## src/rtl/pwm_dither_pkg.sv

```systemverilog
package pwm_dither_pkg;

  // Reverse the lowest n bits of v; bits at and above n come out as zero.
  function automatic logic [31:0] rev_low(input logic [31:0] v, input int unsigned n);
    logic [31:0] r;
    r = '0;
    for (int i = 0; i < 32; i++) begin
      if (i < int'(n)) r[int'(n) - 1 - i] = v[i];
    end
    return r;
  endfunction

endpackage

```

## src/rtl/pwm_dither_regs.sv

```systemverilog
module pwm_dither_regs #(
  parameter int DUTY_W   = 16,
  parameter int PAGE_W   = 4,
  parameter int MAX_PAGE = 10
) (
  input  logic              clk,
  input  logic              rst,
  input  logic              duty_wr,
  input  logic [DUTY_W-1:0] duty_in,
  input  logic              page_wr,
  input  logic [PAGE_W-1:0] page_in,
  output logic [DUTY_W-1:0] duty_sh,
  output logic [PAGE_W-1:0] page_sh
);
  localparam logic [PAGE_W-1:0] PAGE_LIM = PAGE_W'(MAX_PAGE);

  logic [PAGE_W-1:0] page_clamped;

  always_comb begin
    page_clamped = (page_in > PAGE_LIM) ? PAGE_LIM : page_in;
  end

  always_ff @(posedge clk) begin
    if (rst) begin
      duty_sh <= '0;
      page_sh <= '0;
    end else begin
      if (duty_wr) duty_sh <= duty_in;
      if (page_wr) page_sh <= page_clamped;
    end
  end

  AST_PAGE_CLAMPED: assert property (@(posedge clk) disable iff (rst)
    page_sh <= PAGE_LIM);

endmodule

```

## src/rtl/pwm_dither_seq.sv

```systemverilog
module pwm_dither_seq #(
  parameter int DUTY_W = 16,
  parameter int PAGE_W = 4
) (
  input  logic              clk,
  input  logic              rst,
  input  logic [DUTY_W-1:0] duty_sh,
  input  logic [PAGE_W-1:0] page_sh,
  output logic [DUTY_W-1:0] cnt,
  output logic [DUTY_W-1:0] duty_act,
  output logic [PAGE_W-1:0] page_act
);
  localparam logic [DUTY_W-1:0] CNT_LAST = '1;

  logic wrap;

  always_comb begin
    wrap = (cnt == CNT_LAST);
  end

  always_ff @(posedge clk) begin
    if (rst) begin
      cnt      <= '0;
      duty_act <= '0;
      page_act <= '0;
    end else begin
      cnt <= cnt + 1'b1;
      if (wrap) begin
        duty_act <= duty_sh;
        page_act <= page_sh;
      end
    end
  end

  AST_ACTIVE_HELD: assert property (@(posedge clk) disable iff (rst)
    (cnt != '0) |-> ($stable(duty_act) && $stable(page_act)));

endmodule

```

## src/rtl/pwm_dither_gen.sv

```systemverilog
module pwm_dither_gen
  import pwm_dither_pkg::*;
#(
  parameter int DUTY_W = 16,
  parameter int PAGE_W = 4
) (
  input  logic              clk,
  input  logic              rst,
  input  logic [DUTY_W-1:0] cnt,
  input  logic [DUTY_W-1:0] duty_act,
  input  logic [PAGE_W-1:0] page_act,
  output logic              pwm_out
);
  localparam logic [DUTY_W-1:0] ONES = '1;

  logic [DUTY_W-1:0] win_idx;
  logic [DUTY_W-1:0] offset;
  logic [DUTY_W-1:0] base_hi;
  logic [DUTY_W-1:0] rem_cnt;
  logic [DUTY_W-1:0] win_rev;
  logic              extra;
  logic [DUTY_W:0]   high_len;
  logic              high_now;

  always_comb begin
    win_idx  = cnt >> (DUTY_W - int'(page_act));
    offset   = cnt & (ONES >> page_act);
    base_hi  = duty_act >> page_act;
    rem_cnt  = duty_act & ~(ONES << page_act);
    win_rev  = DUTY_W'(rev_low(32'(win_idx), int'(page_act)));
    extra    = (rem_cnt > win_rev);
    high_len = {1'b0, base_hi} + {{DUTY_W{1'b0}}, extra};
    high_now = ({1'b0, offset} < high_len);
  end

  always_ff @(posedge clk) begin
    if (rst) pwm_out <= 1'b0;
    else     pwm_out <= high_now;
  end

  AST_ZERO_DUTY_LOW: assert property (@(posedge clk) disable iff (rst)
    (duty_act == '0) |=> !pwm_out);

  AST_HIGH_BEFORE_LOW: assert property (@(posedge clk) disable iff (rst)
    (!pwm_out && (offset != '0)) |=> !pwm_out);

endmodule

```

## src/rtl/pwm_dither_top.sv

```systemverilog
module pwm_dither_top #(
  parameter int DUTY_W   = 16,
  parameter int PAGE_W   = 4,
  parameter int MAX_PAGE = 10
) (
  input  logic              clk,
  input  logic              rst,
  input  logic              duty_wr,
  input  logic [DUTY_W-1:0] duty_in,
  input  logic              page_wr,
  input  logic [PAGE_W-1:0] page_in,
  output logic              pwm_out
);
  logic [DUTY_W-1:0] duty_sh;
  logic [PAGE_W-1:0] page_sh;
  logic [DUTY_W-1:0] cnt;
  logic [DUTY_W-1:0] duty_act;
  logic [PAGE_W-1:0] page_act;

  pwm_dither_regs #(.DUTY_W(DUTY_W), .PAGE_W(PAGE_W), .MAX_PAGE(MAX_PAGE)) u_regs (
    .clk(clk), .rst(rst),
    .duty_wr(duty_wr), .duty_in(duty_in),
    .page_wr(page_wr), .page_in(page_in),
    .duty_sh(duty_sh), .page_sh(page_sh)
  );

  pwm_dither_seq #(.DUTY_W(DUTY_W), .PAGE_W(PAGE_W)) u_seq (
    .clk(clk), .rst(rst),
    .duty_sh(duty_sh), .page_sh(page_sh),
    .cnt(cnt), .duty_act(duty_act), .page_act(page_act)
  );

  pwm_dither_gen #(.DUTY_W(DUTY_W), .PAGE_W(PAGE_W)) u_gen (
    .clk(clk), .rst(rst),
    .cnt(cnt), .duty_act(duty_act), .page_act(page_act),
    .pwm_out(pwm_out)
  );

endmodule

```

## config.mk

```make
export PLATFORM = sky130hd
export DESIGN_NAME = pwm_dither_top
export DESIGN_NICKNAME = d
export VERILOG_FILES = /design/src/rtl/pwm_dither_pkg.sv /design/src/rtl/pwm_dither_regs.sv /design/src/rtl/pwm_dither_seq.sv /design/src/rtl/pwm_dither_gen.sv /design/src/rtl/pwm_dither_top.sv
export SDC_FILE = /design/constraint.sdc
export NUM_CORES = 1
export LEC_CHECK = 0
export BUFFER_PORTS_ARGS = -buffer_cell sky130_fd_sc_hd__buf_2
export CORE_MARGIN = 1
export CORE_UTILIZATION = 59
export DETAILED_ROUTE_END_ITERATION = 10
export HOLD_SLACK_MARGIN = 0.05
export PLACE_DENSITY = 0.8
export SETUP_SLACK_MARGIN = 0.2
export SLEW_MARGIN = 20
export SYNTH_ARGS = -nofsm -noshare
export SYNTH_HDL_FRONTEND = slang
export SYNTH_SLANG_ARGS = --single-unit
```

## constraint.sdc

```tcl
create_clock -name clk -period 8.8 [get_ports clk]
set_clock_uncertainty 0.05 [all_clocks]
set_input_delay 0.88 -clock clk [delete_from_list [all_inputs] [get_ports clk]]
set_output_delay 0.88 -clock clk [all_outputs]
set_load 0.005 [all_outputs]
```

Yosys cells after proc, flatten, opt, wreduce, memory -nomap -nowiden
Index checks and enable logic that the tools add are counted.
Widths: inputs -> output; s select.
{"block": "totals", "reg_bits": 57, "in_bits": 24}
{"block": "classes", "add_sub_neg": 18, "n_lt_le_gt_ge": 48, "n_eq_ne": 1, "shift": 4, "mux": 60, "bitwise_logic": 4, "n_reduce_logical": 15}
{"operator": "$ge 32x1->1 const B", "count": 15}
{"operator": "$lt 32x7->1 const B", "count": 15}
{"operator": "$bwmux 32", "count": 14}
{"operator": "$mux 32", "count": 14}
{"operator": "$sub 32x5->32 const B", "count": 7}
{"operator": "$sub 32x4->32 const B", "count": 4}
{"operator": "$demux 1 s5", "count": 15}
{"operator": "$sub 32x3->32 const B", "count": 2}
{"operator": "$and 16x16->16", "count": 2}
{"operator": "$and 32x32->32", "count": 1}
{"operator": "$shr 16x32->15", "count": 1}
{"operator": "$sub 32x2->32 const B", "count": 1}
{"operator": "$lt 4x4->1 const A", "count": 7}
{"operator": "$add 16x1->17", "count": 1}
{"operator": "$lt 16x17->1", "count": 1}
{"operator": "$add 16x1->16 const B", "count": 1}
{"operator": "$eq 16x16->1 const B", "count": 1}
{"operator": "$gt 16x16->1", "count": 1}
{"operator": "$lt 3x4->1 const A", "count": 4}
{"operator": "$mux 16", "count": 1}
{"operator": "$not 16->16", "count": 1}
{"operator": "$shl 16x4->16 const A", "count": 1}
{"operator": "$shr 16x4->16", "count": 1}
{"operator": "$shr 16x4->16 const A", "count": 1}
{"operator": "8 further kinds", "count": 38}

Logic depth before layout (Yosys ltp)
{"block": "logic_depth", "depth_word": 38, "mapped_depth": 50}

Modules after synthesis
Synthesis repeated with hierarchy kept, for this count alone.
{"block": "unflattened", "cells_unflattened": 1242, "hier_area_um2": 9337.7}
{"mod": "pwm_dither_gen", "n_inst": 1, "cells_per_inst": 1008, "area_each_um2": 6989.2}
{"mod": "pwm_dither_seq", "n_inst": 1, "cells_per_inst": 165, "area_each_um2": 1604.0}
{"mod": "pwm_dither_regs", "n_inst": 1, "cells_per_inst": 69, "area_each_um2": 744.5}

Worst setup path before layout
No wires, ideal clock.
{"block": "synth_timing", "path_type": "reg2reg", "start": "reg u_seq.page_act[2]", "end": "reg u_gen.pwm_out", "setup_ns": 0.069, "t_arrival_ns": 9.590, "path_slack_ns": -0.909, "path_stages_with_launch": 49, "cell_sequence": "dfxtp_1 -> buf_4 -> clkbuf_1 -> inv_1 -> clkbuf_1 -> buf_1 -> ha_1 -> clkbuf_1 -> and2_0 -> clkbuf_1 -> inv_2 -> clkbuf_1 -> ha_1 -> o21ai_0 -> ha_1 -> or3_1 -> or4_1 -> a21oi_1 -> [... 13 more ...] -> nor2b_1 -> o21ai_0 -> o2111ai_1 -> o211ai_1 -> a21oi_1 -> ha_1 -> ha_1 -> inv_1 -> ha_1 -> a21o_1 -> a21o_1 -> a21o_1 -> a21o_1 -> a211oi_1 -> o21bai_1 -> a21oi_1 -> nor3_1 -> o21ai_1"}
{"block": "synth_between", "elab_chain_len": 38}
{"item": "start, declared", "line": "pwm_dither_seq.sv:11", "text": "output logic [PAGE_W-1:0] page_act"}
{"item": "start signal, assigned", "line": "pwm_dither_seq.sv:30", "text": "page_act <= page_sh;"}
{"item": "parallel branches: the longest is 37 deep, another holds $sub 32x2->32"}
{"item": "$lt 16x17->1 (*)", "line": "pwm_dither_gen.sv:33", "text": "high_now = ({1'b0, offset} < high_len);"}
{"item": "end signal, assigned", "line": "pwm_dither_gen.sv:38", "text": "else pwm_out <= high_now;"}
{"item": "end, declared", "line": "pwm_dither_gen.sv:12", "text": "output logic pwm_out"}
Every way passes the cells marked *.
A chain may end at the register's enable or synchronous reset.

Final worst setup path
{"block": "layout_timing", "start": "reg u_seq.page_act[0]", "end": "reg u_gen.pwm_out"}
The elaborated chain is that of the path after synthesis.

==> flow_summary.ini <==
[run_status]
outcome = completed

[power_and_ir_drop]
pwr_cell_area_nw_per_um2 = 60.8
design_power_total_w = 0.000649
max-vdd-ir-drop_uv = 174
cellLeakagePower_nw = 3.97

[clock_tree]
max-clock-path-buffers = 2
ctsRootBufferMaster = sky130_fd_sc_hd__clkbuf_16
clock_insertion_delay_worst_skew_ns = 0.33
postCtsHoldBufs = 0
cts_buffers = 9
cts_htree_levels = 3
post_cts_resize_count = 0
clkSlewWorstSetupHoldPaths_ns = 0.05
post-cts-setup-buffers = 0
cts_tree = done
cts_num_sinks = 57

[die]
floorplan.die_area_um2 = 17400
fp-row-count = 47
starting_utilization_of_the_core_area_pct = 60.3
core_area_um2 = 16500
die_w_um = 132
floorplan.die.height_um = 132
io_pins = 25

[route]
drt.antenna.violating_nets = 0
drt-total-wl_mm = 37.7
vias = 11223
via_per_inst = 7.02
drc = 0
1st_iter_drt_viols = 1551
drt_pass1_iterations = 6
avgRoutedWirePerCell_um = 23.6

[timing]
time_the_final_worst_path_needs_with_i_o_delays_and_setup_ns = 8.18
final-max-slew-violation-count = 0
final.setup.worst_slack_ns = 0.619
hold_viol = 0
finalCritPeriodShare_pct = 93.0
grt_setup_unrepaired = no
max_slew.worst_pin.slew_ns = 1.01
worst_slew_margin_rel_pct = 32.5
fmax_mhz = 122
finalSetupTns_ns = 0
setup_viol = 0

[synthesis]
synth_async_sr_flop_share_pct = 0
syn-num-nets = 1524
synth-edff-count = 0
post_syn_area_um2 = 9960
post-synth-top-count-cell = sky130_fd_sc_hd__nor2_1
yosys-top-cells-count = sky130_fd_sc_hd__nor2_1, sky130_fd_sc_hd__nand2_1, sky130_fd_sc_hd__ha_1
prevailing_post_synth_register_cell = sky130_fd_sc_hd__dfxtp_1
synth_cell_type_count = 90
syn_avg_cell_area_um2 = 7.16
yosys_warnings = 0
synth_top_cell_by_area = sky130_fd_sc_hd__ha_1
syn_inst = 1391
postSynthRegisterBits = 57
netlist.area_leader.share_pct = 13.7
ys_seq_area_share_pct = 11.5
yosys-top-cells-area = sky130_fd_sc_hd__ha_1, sky130_fd_sc_hd__dfxtp_1, sky130_fd_sc_hd__mux2i_1

[worst_setup_path]
arrival_ns = 8.40
endpoint_kind = flip-flop
cp.required_ns = 9.02
critical_path.max_stage_delay_ns = 0.57
path_common_cell = sky130_fd_sc_hd__ha_1
timing.critical_path.buf_inv = 3
setup.worst_path.start_class = flip-flop
crit_path_top_delay_cell = sky130_fd_sc_hd__or4_1
path_class = reg2reg
maximum_fanout_encountered_on_the_critical_timing_path = 16
cpLargestDelayFamily = compound AO/OA/AOI/OAI gates

[cells_and_area]
total_area_of_multi_input_combinational_cells_um2 = 8410
finalCoreUtilization_pct = 64.6
drive_gt1_share_pct = 10.7
filler_cell_count = 1497
total_nets_final = 1507
area.sequential_um2 = 1150
layout-area-overhead-vs-synth_pct = 7.09
antenna_cells_inserted = 0
post_layout_nonfiller_instances = 1598

[placed_design]
hpwl_mm = 28.4
dpl.cell_count = 1583
placement.io_buffers = 24
gp_congestion = 1.03
post-place-ws_ns = 0.384

[grt]
antenna_found_initial = 0
grt_pass1_vias = 10220
grt_first_pass_wirelength_mm = 57.9
global_route.usage.total_pct = 42.6
grt_remaining_overflow = 0
grt_max_degree = 59

[hold_path]
hold_class = reg2reg

[run]
maxCapViolations = 0
## stage by stage
stage	hold WS [ns]	cell area [µm²]
floorplan	0.382	9970
global placement	0.405	10200
detailed placement	0.419	10200
CTS	0.425	10500
global route	0.449	10700
finish	0.419	10700
## cell usage in the layout, fill, tap and decap left out, types with 16 or more instances in the layout
cell                       count
sky130_fd_sc_hd__mux4_2       16
sky130_fd_sc_hd__nand2_1     167
sky130_fd_sc_hd__and2_1       20
sky130_fd_sc_hd__a31oi_1      17
sky130_fd_sc_hd__buf_4        30
sky130_fd_sc_hd__mux2i_1      85
sky130_fd_sc_hd__nor2_1      179
sky130_fd_sc_hd__and3_1       22
sky130_fd_sc_hd__o21ai_0      58
sky130_fd_sc_hd__inv_1        26
sky130_fd_sc_hd__o21ai_1      26
sky130_fd_sc_hd__nor2b_1      17
sky130_fd_sc_hd__nand2b_1     31
sky130_fd_sc_hd__ha_1        106
sky130_fd_sc_hd__buf_2        24
sky130_fd_sc_hd__dfxtp_1      54
sky130_fd_sc_hd__nor3_1       45
sky130_fd_sc_hd__a21oi_1      62
sky130_fd_sc_hd__nand3_1      62
sky130_fd_sc_hd__xor2_1       19
## registers in the layout, summed over array words and instances, names as in the netlist
| signal | count |
|---|---|
| u_regs.duty_sh | 16 |
| u_seq.cnt | 16 |
| u_seq.duty_act | 16 |
| u_regs.page_sh | 4 |
| u_seq.page_act | 4 |
| u_gen.pwm_out | 1 |
## where the power goes
part / switching, W / internal, W / leakage (nW) / total [W]
clock network: 0.000115 / 0.000231 / 0.148 / 0.000346
registers: 0.00000492 / 0.000265 / 0.466 / 0.000270
logic: 0.0000158 / 0.0000164 / 3.36 / 0.0000322
## routing by layer
metal  wire length, µm  global-route usage (%)  vias up
met5                 0                       0        -
met4              2630                    27.2        0
met3              4290                    8.07      189
met2             16600                    67.6      728
met1             14200                    53.0     5233
li1                  -                       -     5073
## path summary, 6_finish.rpt
path / from / endpoint / slack [ns] / depth (start not counted)
max: u_seq.page_act[0] / u_gen.pwm_out / 0.62 / 41
min: u_regs.page_sh[0] / u_regs.page_sh[0] / 0.42 / 2
max reg2reg: u_seq.page_act[0] / u_gen.pwm_out / 0.62 / 41
min reg2reg: u_regs.page_sh[0] / u_regs.page_sh[0] / 0.42 / 2
## area by class of cell
class | count | area share, %
Inverter | 32 | 1.13
Clock inverter | 3 | 0.375
Sequential cell | 57 | 10.8
Multi-Input combinational cell | 1215 | 78.8
Clock buffer | 12 | 2.40
Tap cell | 220 | 2.58
Timing Repair Buffer | 59 | 3.92
## tightest hold or removal path: stages (launching register included)
cell                       delay (ns)
sky130_fd_sc_hd__dfxtp_1         0.31
sky130_fd_sc_hd__nand2b_1        0.06
sky130_fd_sc_hd__a21oi_1         0.05
## cell families (layout without fill, tap and decap cells)
logic type                 Yosys count  in the layout  share of synthesized area [%]
and+or+nand+nor                    644            644                           31.5
AOI/OAI and AO/OA                  311            311                           20.7
buffers and inverters              119            106                           5.36
muxes                              115            115                           13.7
adders and majority gates          109            109                           13.7
DFF                                 57             57                           11.5
xor gates and xnor gates            36             36                           3.59
(Power assumes the default switching activity.)
